File: src/rtl/lt_pkg.sv
`timescale 1ns/1ps
package lt_pkg;

  typedef enum logic [1:0] {
    MODE_50 = 2'd0,
    MODE_60 = 2'd1,
    MODE_HI = 2'd2
  } lt_mode_e;

  localparam logic SEL_RES  = 1'b0;
  localparam logic SEL_SYNC = 1'b1;

endpackage

File: src/rtl/lt_reg_capture.sv
`timescale 1ns/1ps
// Captures the two mode registers with their distinct strobe timing.
module lt_reg_capture #(
  parameter logic [1:0] RST_SYNC = 2'b10
) (
  input  logic       clk,
  input  logic       rst_n,
  input  logic       wr_stb,
  input  logic       wr_sel,
  input  logic [1:0] wr_data,
  output logic       res_hi,
  output logic [1:0] sync_val
);
  import lt_pkg::*;

  logic       stb_q, stb_d;
  logic       pend_q, pend_d;
  logic [1:0] hold_q, hold_d;
  logic       res_q, res_d;
  logic [1:0] sync_q, sync_d;
  logic       stb_rise, stb_fall;

  always_comb begin
    stb_rise = wr_stb & ~stb_q;
    stb_fall = ~wr_stb & stb_q;
    stb_d    = wr_stb;
    // resolution: sampled at the leading edge of the strobe
    res_d    = (stb_rise && wr_sel == SEL_RES) ? wr_data[1] : res_q;
    // sync: remember the target, follow data while strobe is high
    if (stb_rise)      pend_d = (wr_sel == SEL_SYNC);
    else if (stb_fall) pend_d = 1'b0;
    else               pend_d = pend_q;
    hold_d   = wr_stb ? wr_data : hold_q;
    // sync: committed at the trailing edge of the strobe
    sync_d   = (stb_fall && pend_q) ? hold_q : sync_q;
  end

  always_ff @(posedge clk or negedge rst_n) begin
    if (!rst_n) begin
      stb_q  <= 1'b0;
      pend_q <= 1'b0;
      hold_q <= 2'b00;
      res_q  <= 1'b0;
      sync_q <= RST_SYNC;
    end else begin
      stb_q  <= stb_d;
      pend_q <= pend_d;
      hold_q <= hold_d;
      res_q  <= res_d;
      sync_q <= sync_d;
    end
  end

  assign res_hi   = res_q;
  assign sync_val = sync_q;

endmodule

File: src/rtl/lt_mode_decode.sv
`timescale 1ns/1ps
// Folds the two registers into one line-rate mode and its line length.
module lt_mode_decode #(
  parameter int LEN50 = 512,
  parameter int LEN60 = 508,
  parameter int LENHI = 224,
  parameter int CW    = 9
) (
  input  logic             res_hi,
  input  logic [1:0]       sync_val,
  output lt_pkg::lt_mode_e mode,
  output logic             ext_sync,
  output logic [CW-1:0]    last_pos
);
  import lt_pkg::*;

  localparam logic [CW-1:0] LAST50 = CW'(LEN50 - 1);
  localparam logic [CW-1:0] LAST60 = CW'(LEN60 - 1);
  localparam logic [CW-1:0] LASTHI = CW'(LENHI - 1);

  always_comb begin
    if (res_hi)           mode = MODE_HI;
    else if (sync_val[1]) mode = MODE_50;
    else                  mode = MODE_60;
    ext_sync = sync_val[0];
    case (mode)
      MODE_HI: last_pos = LASTHI;
      MODE_60: last_pos = LAST60;
      default: last_pos = LAST50;
    endcase
  end

endmodule

File: src/rtl/lt_hcount.sv
`timescale 1ns/1ps
// Line position counter; the line length is latched at position 0.
module lt_hcount #(
  parameter int CW = 9
) (
  input  logic          clk,
  input  logic          rst_n,
  input  logic [CW-1:0] next_last,
  output logic [CW-1:0] pos,
  output logic          line_end,
  output logic          line_first
);
  logic [CW-1:0] pos_q, pos_d;
  logic [CW-1:0] last_q, last_d;

  always_comb begin
    line_first = (pos_q == '0);
    line_end   = (pos_q == last_q);
    pos_d      = line_end ? '0 : pos_q + 1'b1;
    last_d     = line_first ? next_last : last_q;
  end

  always_ff @(posedge clk or negedge rst_n) begin
    if (!rst_n) begin
      pos_q  <= '0;
      last_q <= '1;
    end else begin
      pos_q  <= pos_d;
      last_q <= last_d;
    end
  end

  assign pos = pos_q;

endmodule

File: src/rtl/lt_edges.sv
`timescale 1ns/1ps
// Position compares that set and clear display enable and blank.
module lt_edges #(
  parameter int CW       = 9,
  parameter int DE_ON    = 6,
  parameter int HI_DE_ON = 4,
  parameter int OFF60    = 372,
  parameter int OFF50    = 376,
  parameter int OFFHI    = 184,
  parameter int HB_OFF   = 32
) (
  input  logic             clk,
  input  logic             rst_n,
  input  logic [CW-1:0]    pos,
  input  logic             line_end,
  input  lt_pkg::lt_mode_e mode,
  input  logic             ext_sync,
  output logic             disp_en,
  output logic             hblank
);
  import lt_pkg::*;

  localparam logic [CW-1:0] P_ON   = CW'(DE_ON);
  localparam logic [CW-1:0] P_HION = CW'(HI_DE_ON);
  localparam logic [CW-1:0] P_60   = CW'(OFF60);
  localparam logic [CW-1:0] P_50   = CW'(OFF50);
  localparam logic [CW-1:0] P_HI   = CW'(OFFHI);
  localparam logic [CW-1:0] P_HB   = CW'(HB_OFF);

  logic de_q, de_d, hb_q, hb_d;
  logic hit_clr, hit_set;

  always_comb begin
    // one compare per mode, each only live in its own mode
    hit_clr = (pos == P_60 && mode == MODE_60) ||
              (pos == P_50 && mode == MODE_50) ||
              (pos == P_HI && mode == MODE_HI);
    hit_set = (mode == MODE_HI) ? (pos == P_HION) : (pos == P_ON);
    if (ext_sync)     de_d = 1'b0;
    else if (hit_clr) de_d = 1'b0;
    else if (hit_set) de_d = 1'b1;
    else              de_d = de_q;
    if (line_end)       hb_d = 1'b1;
    else if (pos == P_HB) hb_d = 1'b0;
    else                hb_d = hb_q;
  end

  always_ff @(posedge clk or negedge rst_n) begin
    if (!rst_n) begin
      de_q <= 1'b0;
      hb_q <= 1'b1;
    end else begin
      de_q <= de_d;
      hb_q <= hb_d;
    end
  end

  assign disp_en = de_q;
  assign hblank  = hb_q;

endmodule

File: src/rtl/line_timer.sv
`timescale 1ns/1ps
module line_timer #(
  parameter int LEN50    = 512,
  parameter int LEN60    = 508,
  parameter int LENHI    = 224,
  parameter int DE_ON    = 6,
  parameter int HI_DE_ON = 4,
  parameter int OFF60    = 372,
  parameter int OFF50    = 376,
  parameter int OFFHI    = 184,
  parameter int HB_OFF   = 32,
  parameter int MAXLEN   = (LEN50 > LEN60) ? ((LEN50 > LENHI) ? LEN50 : LENHI)
                                           : ((LEN60 > LENHI) ? LEN60 : LENHI),
  parameter int CW       = $clog2(MAXLEN)
) (
  input  logic          clk,
  input  logic          rst_n,
  input  logic          wr_stb,
  input  logic          wr_sel,
  input  logic [1:0]    wr_data,
  output logic          disp_en,
  output logic          hblank,
  output logic          line_start,
  output logic          sync_drive,
  output logic [CW-1:0] line_pos
);
  import lt_pkg::*;

  logic             rst_meta_q, rst_sync_n;
  logic             res_hi;
  logic [1:0]       sync_val;
  lt_mode_e         mode;
  logic             ext_sync;
  logic [CW-1:0]    next_last;
  logic             line_end;

  always_ff @(posedge clk or negedge rst_n) begin
    if (!rst_n) begin
      rst_meta_q <= 1'b0;
      rst_sync_n <= 1'b0;
    end else begin
      rst_meta_q <= 1'b1;
      rst_sync_n <= rst_meta_q;
    end
  end

  lt_reg_capture #(.RST_SYNC(2'b10)) cap_i (
    .clk(clk), .rst_n(rst_sync_n), .wr_stb(wr_stb), .wr_sel(wr_sel),
    .wr_data(wr_data), .res_hi(res_hi), .sync_val(sync_val)
  );

  lt_mode_decode #(.LEN50(LEN50), .LEN60(LEN60), .LENHI(LENHI), .CW(CW)) dec_i (
    .res_hi(res_hi), .sync_val(sync_val), .mode(mode),
    .ext_sync(ext_sync), .last_pos(next_last)
  );

  lt_hcount #(.CW(CW)) cnt_i (
    .clk(clk), .rst_n(rst_sync_n), .next_last(next_last),
    .pos(line_pos), .line_end(line_end), .line_first(line_start)
  );

  lt_edges #(.CW(CW), .DE_ON(DE_ON), .HI_DE_ON(HI_DE_ON), .OFF60(OFF60),
             .OFF50(OFF50), .OFFHI(OFFHI), .HB_OFF(HB_OFF)) edg_i (
    .clk(clk), .rst_n(rst_sync_n), .pos(line_pos), .line_end(line_end),
    .mode(mode), .ext_sync(ext_sync), .disp_en(disp_en), .hblank(hblank)
  );

  assign sync_drive = ~ext_sync;

endmodule

File: config.mk
export PLATFORM = sky130hd
export DESIGN_NAME = line_timer
export DESIGN_NICKNAME = d
export VERILOG_FILES = /design/src/rtl/lt_pkg.sv /design/src/rtl/lt_reg_capture.sv /design/src/rtl/lt_mode_decode.sv /design/src/rtl/lt_hcount.sv /design/src/rtl/lt_edges.sv /design/src/rtl/line_timer.sv
export SDC_FILE = /design/constraint.sdc
export NUM_CORES = 1
export LEC_CHECK = 0
export ABC_CLOCK_PERIOD_IN_PS = 2350
export BUFFER_PORTS_ARGS = -buffer_cell sky130_fd_sc_hd__buf_2
export CORE_UTILIZATION = 58
export DETAILED_ROUTE_END_ITERATION = 6
export PLACE_DENSITY = 0.81
export RECOVER_POWER = 50
export SLEW_MARGIN = 30
export SYNTH_ARGS = -nofsm -noshare
export SYNTH_HDL_FRONTEND = slang
export SYNTH_SLANG_ARGS = --single-unit
File: constraint.sdc
create_clock -name clk -period 2.35 [get_ports clk]
set_input_delay 0.47 -clock clk [delete_from_list [all_inputs] [get_ports clk]]
set_output_delay 0.47 -clock clk [all_outputs]
set_load 0.05 [all_outputs]
Word level (Yosys, flattened, before mapping)
Cells that the tools add are included.

Flip-flop bits (word level): 29. Input bits: 6.

Add/subtract/negate cells: 1. Equal/unequal tests: 9. Mux-type cells: 12. Bitwise logic cells: 6. Reductions and logical operators: 12.

Operators by type and width (number): 9-bit by 3-bit equality test with 1-bit output (second input constant) (2); 9-bit equality test (second input constant) (2); 9-bit one-hot mux with 2 select lines (1); 9-bit by 1-bit adder with 9-bit output (second input constant) (1); 9-bit by 6-bit equality test with 1-bit output (second input constant) (1); 9-bit by 8-bit equality test with 1-bit output (second input constant) (1); 9-bit equality test (1); 9-bit zero test (1); 1-bit 2-to-1 mux (9); 9-bit 2-to-1 mux (1); 1-bit logical AND (5); 1-bit inverter (4); 2-bit nonzero test (2); 3-bit nonzero test (1); 1-bit bitwise AND (2); 2-bit by 1-bit equality test with 1-bit output (second input constant) (1); 2-bit equality test (second input constant) (1); 2-bit zero test (1); 1-bit logical OR (2); 2-bit 2-to-1 mux (1).

Depth between registers and ports, before layout
Depth after elaboration: 8. Mapped depth: 5. Depth with buffers taken out: 5.

Cells and area by module
From an unflattened synthesis, not the netlist that was laid out.

Cell total of the unflattened synthesis: 131. Area, all modules: 1565.3 um2.

Modules (own cells, without submodules): lt_hcount (times used 1, cells an instance 75, area an instance 924.6 um2, sequential area each 461.7 um2); lt_reg_capture (times used 1, cells an instance 21, area an instance 309.0 um2, sequential area each 176.4 um2); lt_edges (times used 1, cells an instance 18, area an instance 188.9 um2, sequential area each 51.3 um2); lt_mode_decode (times used 1, cells an instance 13, area an instance 85.1 um2, sequential area each 0.0 um2); line_timer (times used 1, cells an instance 4, area an instance 57.6 um2, sequential area each 50.0 um2).

Worst setup path after synthesis
Ideal clock, no wire load.

Path type: flip-flop to output port. Start: register cnt_i.pos_q[3], in the netlist cnt_i.pos[3]. End: output line_start. Arrival: 1.616 ns. Required time: 1.880 ns. Setup slack: 0.264 ns. Cell stages (with the launch flop): 5. Cells stage by stage: dfrtp_1 -> clkbuf_1 -> nor3_1 -> nand3_1 -> inv_1.

Longest elaborated chain between the ends: 1.

RTL lines: start, declared (line lt_hcount.sv:13) `logic [CW-1:0] pos_q, pos_d;`; start signal, assigned (line lt_hcount.sv:28) `pos_q <= pos_d;`; 9-bit zero test (line lt_hcount.sv:17) `line_first = (pos_q == '0);`; end, declared (line line_timer.sv:23) `output logic line_start,`.

No other way between the ends.

Worst setup path in the final report
Start: register cnt_i.pos_q[1], in the netlist cnt_i.pos[1]. End: output line_start.

The elaborated chain is that of the path after synthesis.

==> summary.md <==
| Metric | Value |
|---|---|
| Skew-Pair Late Insertion Delay | 0.30 ns |
| CTS Sinks | 22 |
| Drt pass-1 iters | 4 |
| Core Footprint | around 1700 um^2 |
| Gpl congestion | 0.850 |
| Post-Place Worst Slack | about 0.5 ns |
| CP Capture Type | output pin |
| H-tree depth | 1 |
| Pin count of the biggest net entering global routing | 21 |
| CTS Buf Count | 3 |
| Via-per-instance ratio | 5.55 |
| RSZ-0062 raised after global routing | no |
| First-pass GRT wire length | a little over 3 mm |
| Synth Register Bits | 22 |
| Hold_ws | around 0.33 ns |
| Root buf cell | clkbuf_4 |
| Drt wl/cell | around 13 um |
| VDD IR max | ~0.00047 V |
| Bufs on Longest Clock Path | 2 |
| Post-DP HPWL | ~1.4 mm |
| Cells after Synth | about 100 |
| Dominant synthesized flop cell | dfrtp_1 |
| IO buf count | 18 |
| Die area | 2070 um^2 |
| Inserted Diodes | 0 |
| Cell taking the most area after synthesis | dfrtp_1 |
| Worst-margin pin slew | slightly below 0.8 ns |
| EDFF count, synth | 0 |
| Number of global-route vias before repair | 736 |
| Final Worst Setup Slack | ~0.12 ns |
| Finish-stage setup viols | 0 |
| CP Max Fanout | 5 |
| Cell variety after synth | 30 |
| Post-Syn Area per Cell | 10.7 um^2 |
| WP data required | about 1.9 ns |
| Reg clk slew, reported paths | about 0.12 ns |
| Seq/Total Area, Yosys | 50.7% |
| Fin crit share | a little over nine tenths |
| Final setup TNS | 0 ns |
| Routed Antenna Nets | 0 |
| Via count | between 800 and 900 |
| Initial drt markers | 18 |
| # rows | 15 |
| Pleak | between 0.5 and 0.6 nW |
| I/O pins | 19 |
| Area Growth Syn to Fin | 13.0% |
| Die height | 45.4 um |
| Worst Skew | between 0.003 and 0.004 ns |
| Synth Cell Area | roughly 1100 um^2 |
| Synth top area cells | dfrtp_1 41%, dfstp_2 9.6%, mux2_2 5.1% |
| Tot GR Track Use | 21.2% |
| Outcome | finished clean |
| Number of max-cap violations | 0 |
| Hold Fails Final Rpt | 0 |
| Final wirelength | approximately 1.9 mm |
| Worst Hold Class | reg -> async |
| Congestion Overflow GR | 0 |
| Initial antenna violation count | 0 |
| Nature of the critical path startpoint | register |
| PwrDens | ~580 nW/um^2 |
| Synth Warn # | 0 |
| Asr flop ratio synth | 100% |
| CTS tree | yes |
| Initial Util | between 60 and 70% |
| Setup bufs post-CTS | 0 |
| Post-layout net count | 132 |
| CP Class | reg -> out |
| Fin. max-slew vios | 0 |
| Fraction of layout instances using a drive strength above 1 | 26.4% |
| Max_slew headroom | between 40% and 50% |
| Top cell type's share of synthesized area | 41.1% |
| Die extent in x | 45.4 um |
| Synthesized Nets | 112 |
| DRC Markers | 0 |
| Signal arrival time at the worst endpoint | ~1.8 ns |
| Min cycle time layout | about 2.2 ns |
| F_max | approximately 450 MHz |
==> registers in the layout, summed over array words and instances (netlist names) <==
signal          flops
cap_i.hold_q        2
cap_i.pend_q        1
cap_i.res_hi        1
cap_i.stb_q         1
cap_i.sync_val      2
cnt_i.last_q        2
cnt_i.pos           9
edg_i.disp_en       1
edg_i.hblank        1
rst_meta_q          1
rst_sync_n          1
==> placed cells by master, fill, tap and decap left out, drive strengths merged <==
master / n
xnor2: 1
mux2: 5
nand3b: 1
dlygate4sd3: 1
or4bb: 1
nor2b: 4
a41oi: 1
dfrtp: 18
xor2: 4
a21oi: 4
conb: 1
a2111oi: 1
inv: 8
mux2i: 2
o21ai: 5
nor2: 6
nand2: 6
nor4: 1
or3: 5
nand4: 3
nor3: 2
clkbuf: 6
a21o: 1
and4: 2
buf: 16
ha: 4
dfstp: 4
a211oi: 1
nand3: 6
or3b: 1
==> final timing paths <==
path,startpoint,cells after the start,slack (ns),endpoint
worst max-delay path,cnt_i.pos[1],6,0.12,line_start
worst min-delay path,rst_sync_n,0,0.33,cap_i.sync_val[0]
worst max register to register,cnt_i.pos[5],3,0.53,cnt_i.pos[1]
worst min register to register,rst_sync_n,0,0.33,cap_i.sync_val[0]
max in group asynchronous,rst_sync_n,0,1.53,cnt_i.pos[5]
min in group clk,wr_stb,1,0.37,cap_i.stb_q
==> layer usage <==
metal / track usage, % / vias to the layer above / share of wire (%)
met5: 0 / - / 0
li1: - / 393 / -
met4: 9.09 / 0 / 1.3
met3: 2.38 / 6 / 3.6
met2: 35.1 / 18 / 50
met1: 28.2 / 394 / 45
==> kinds of logic (layout without fill, tap and decap cells) <==
kind of cell	count (synthesis)	in the layout	synth area share (%)
muxes	7	7	6.97
adders and majority gates	4	4	4.57
AOI/OAI and AO/OA	13	13	8.80
DFF	22	22	50.7
and+or+nand+nor	38	38	19.8
xor gates and xnor gates	5	5	4.00
other	1	1	0.343
buffers and inverters	12	31	4.80
==> report_power, final <==
part	switching (mW)	internal (mW)	leakage, nW
sequential	0.0269	0.409	0.268
clock	0.109	0.0944	0.0210
combinational	0.0424	0.0302	0.302
==> per-stage QoR <==
stage                     cells  cell area [um^2]  power (mW)  utilization (%)
final                       146              1240       0.713             70.9
after global routing        146              1240       0.737             70.9
after CTS                   146              1240       0.720             71.0
after detailed placement    141              1190       0.517             68.4
after global placement      141              1190       0.514             68.4
after floorplan             102              1090       0.493                -
==> synth_stat cells (2+ instances only) <==
cell type	count
nor3_1	2
o21ai_0	5
ha_1	4
dfrtp_1	18
a21oi_1	4
dfstp_2	4
or3_1	4
nand4_1	3
mux2_2	5
inv_1	8
nor2_1	6
and4_1	2
nor2b_1	4
clkbuf_1	3
xor2_1	4
nand2_1	6
nand3_1	6
mux2i_1	2
==> repair_timing <==
| action | 4_1_cts | 5_1_grt |
|---|---|---|
| gates resized for setup | 0 | 0 |
| hold endpoints to repair | 2 | 0 |
| hold buffers | 1 | 0 |
==> worst max-delay path, stage by stage, from the launching register on <==
cell     delay [ns]
dfrtp_1        0.46
inv_1          0.10
ha_1           0.16
nor2b_1        0.22
nand3_1        0.19
inv_1          0.09
buf_2          0.25
==> final cells by class <==
type                            instances  area (um^2)
Multi-Input combinational cell         68          487
Sequential cell                        22          556
Timing Repair Buffer                   19         97.6
Clock buffer                            4         36.3
Fill cell                             145          508
Inverter                                8         30.0
Tap cell                               25         31.3
Note: power is estimated with default switching activity, not from simulation.
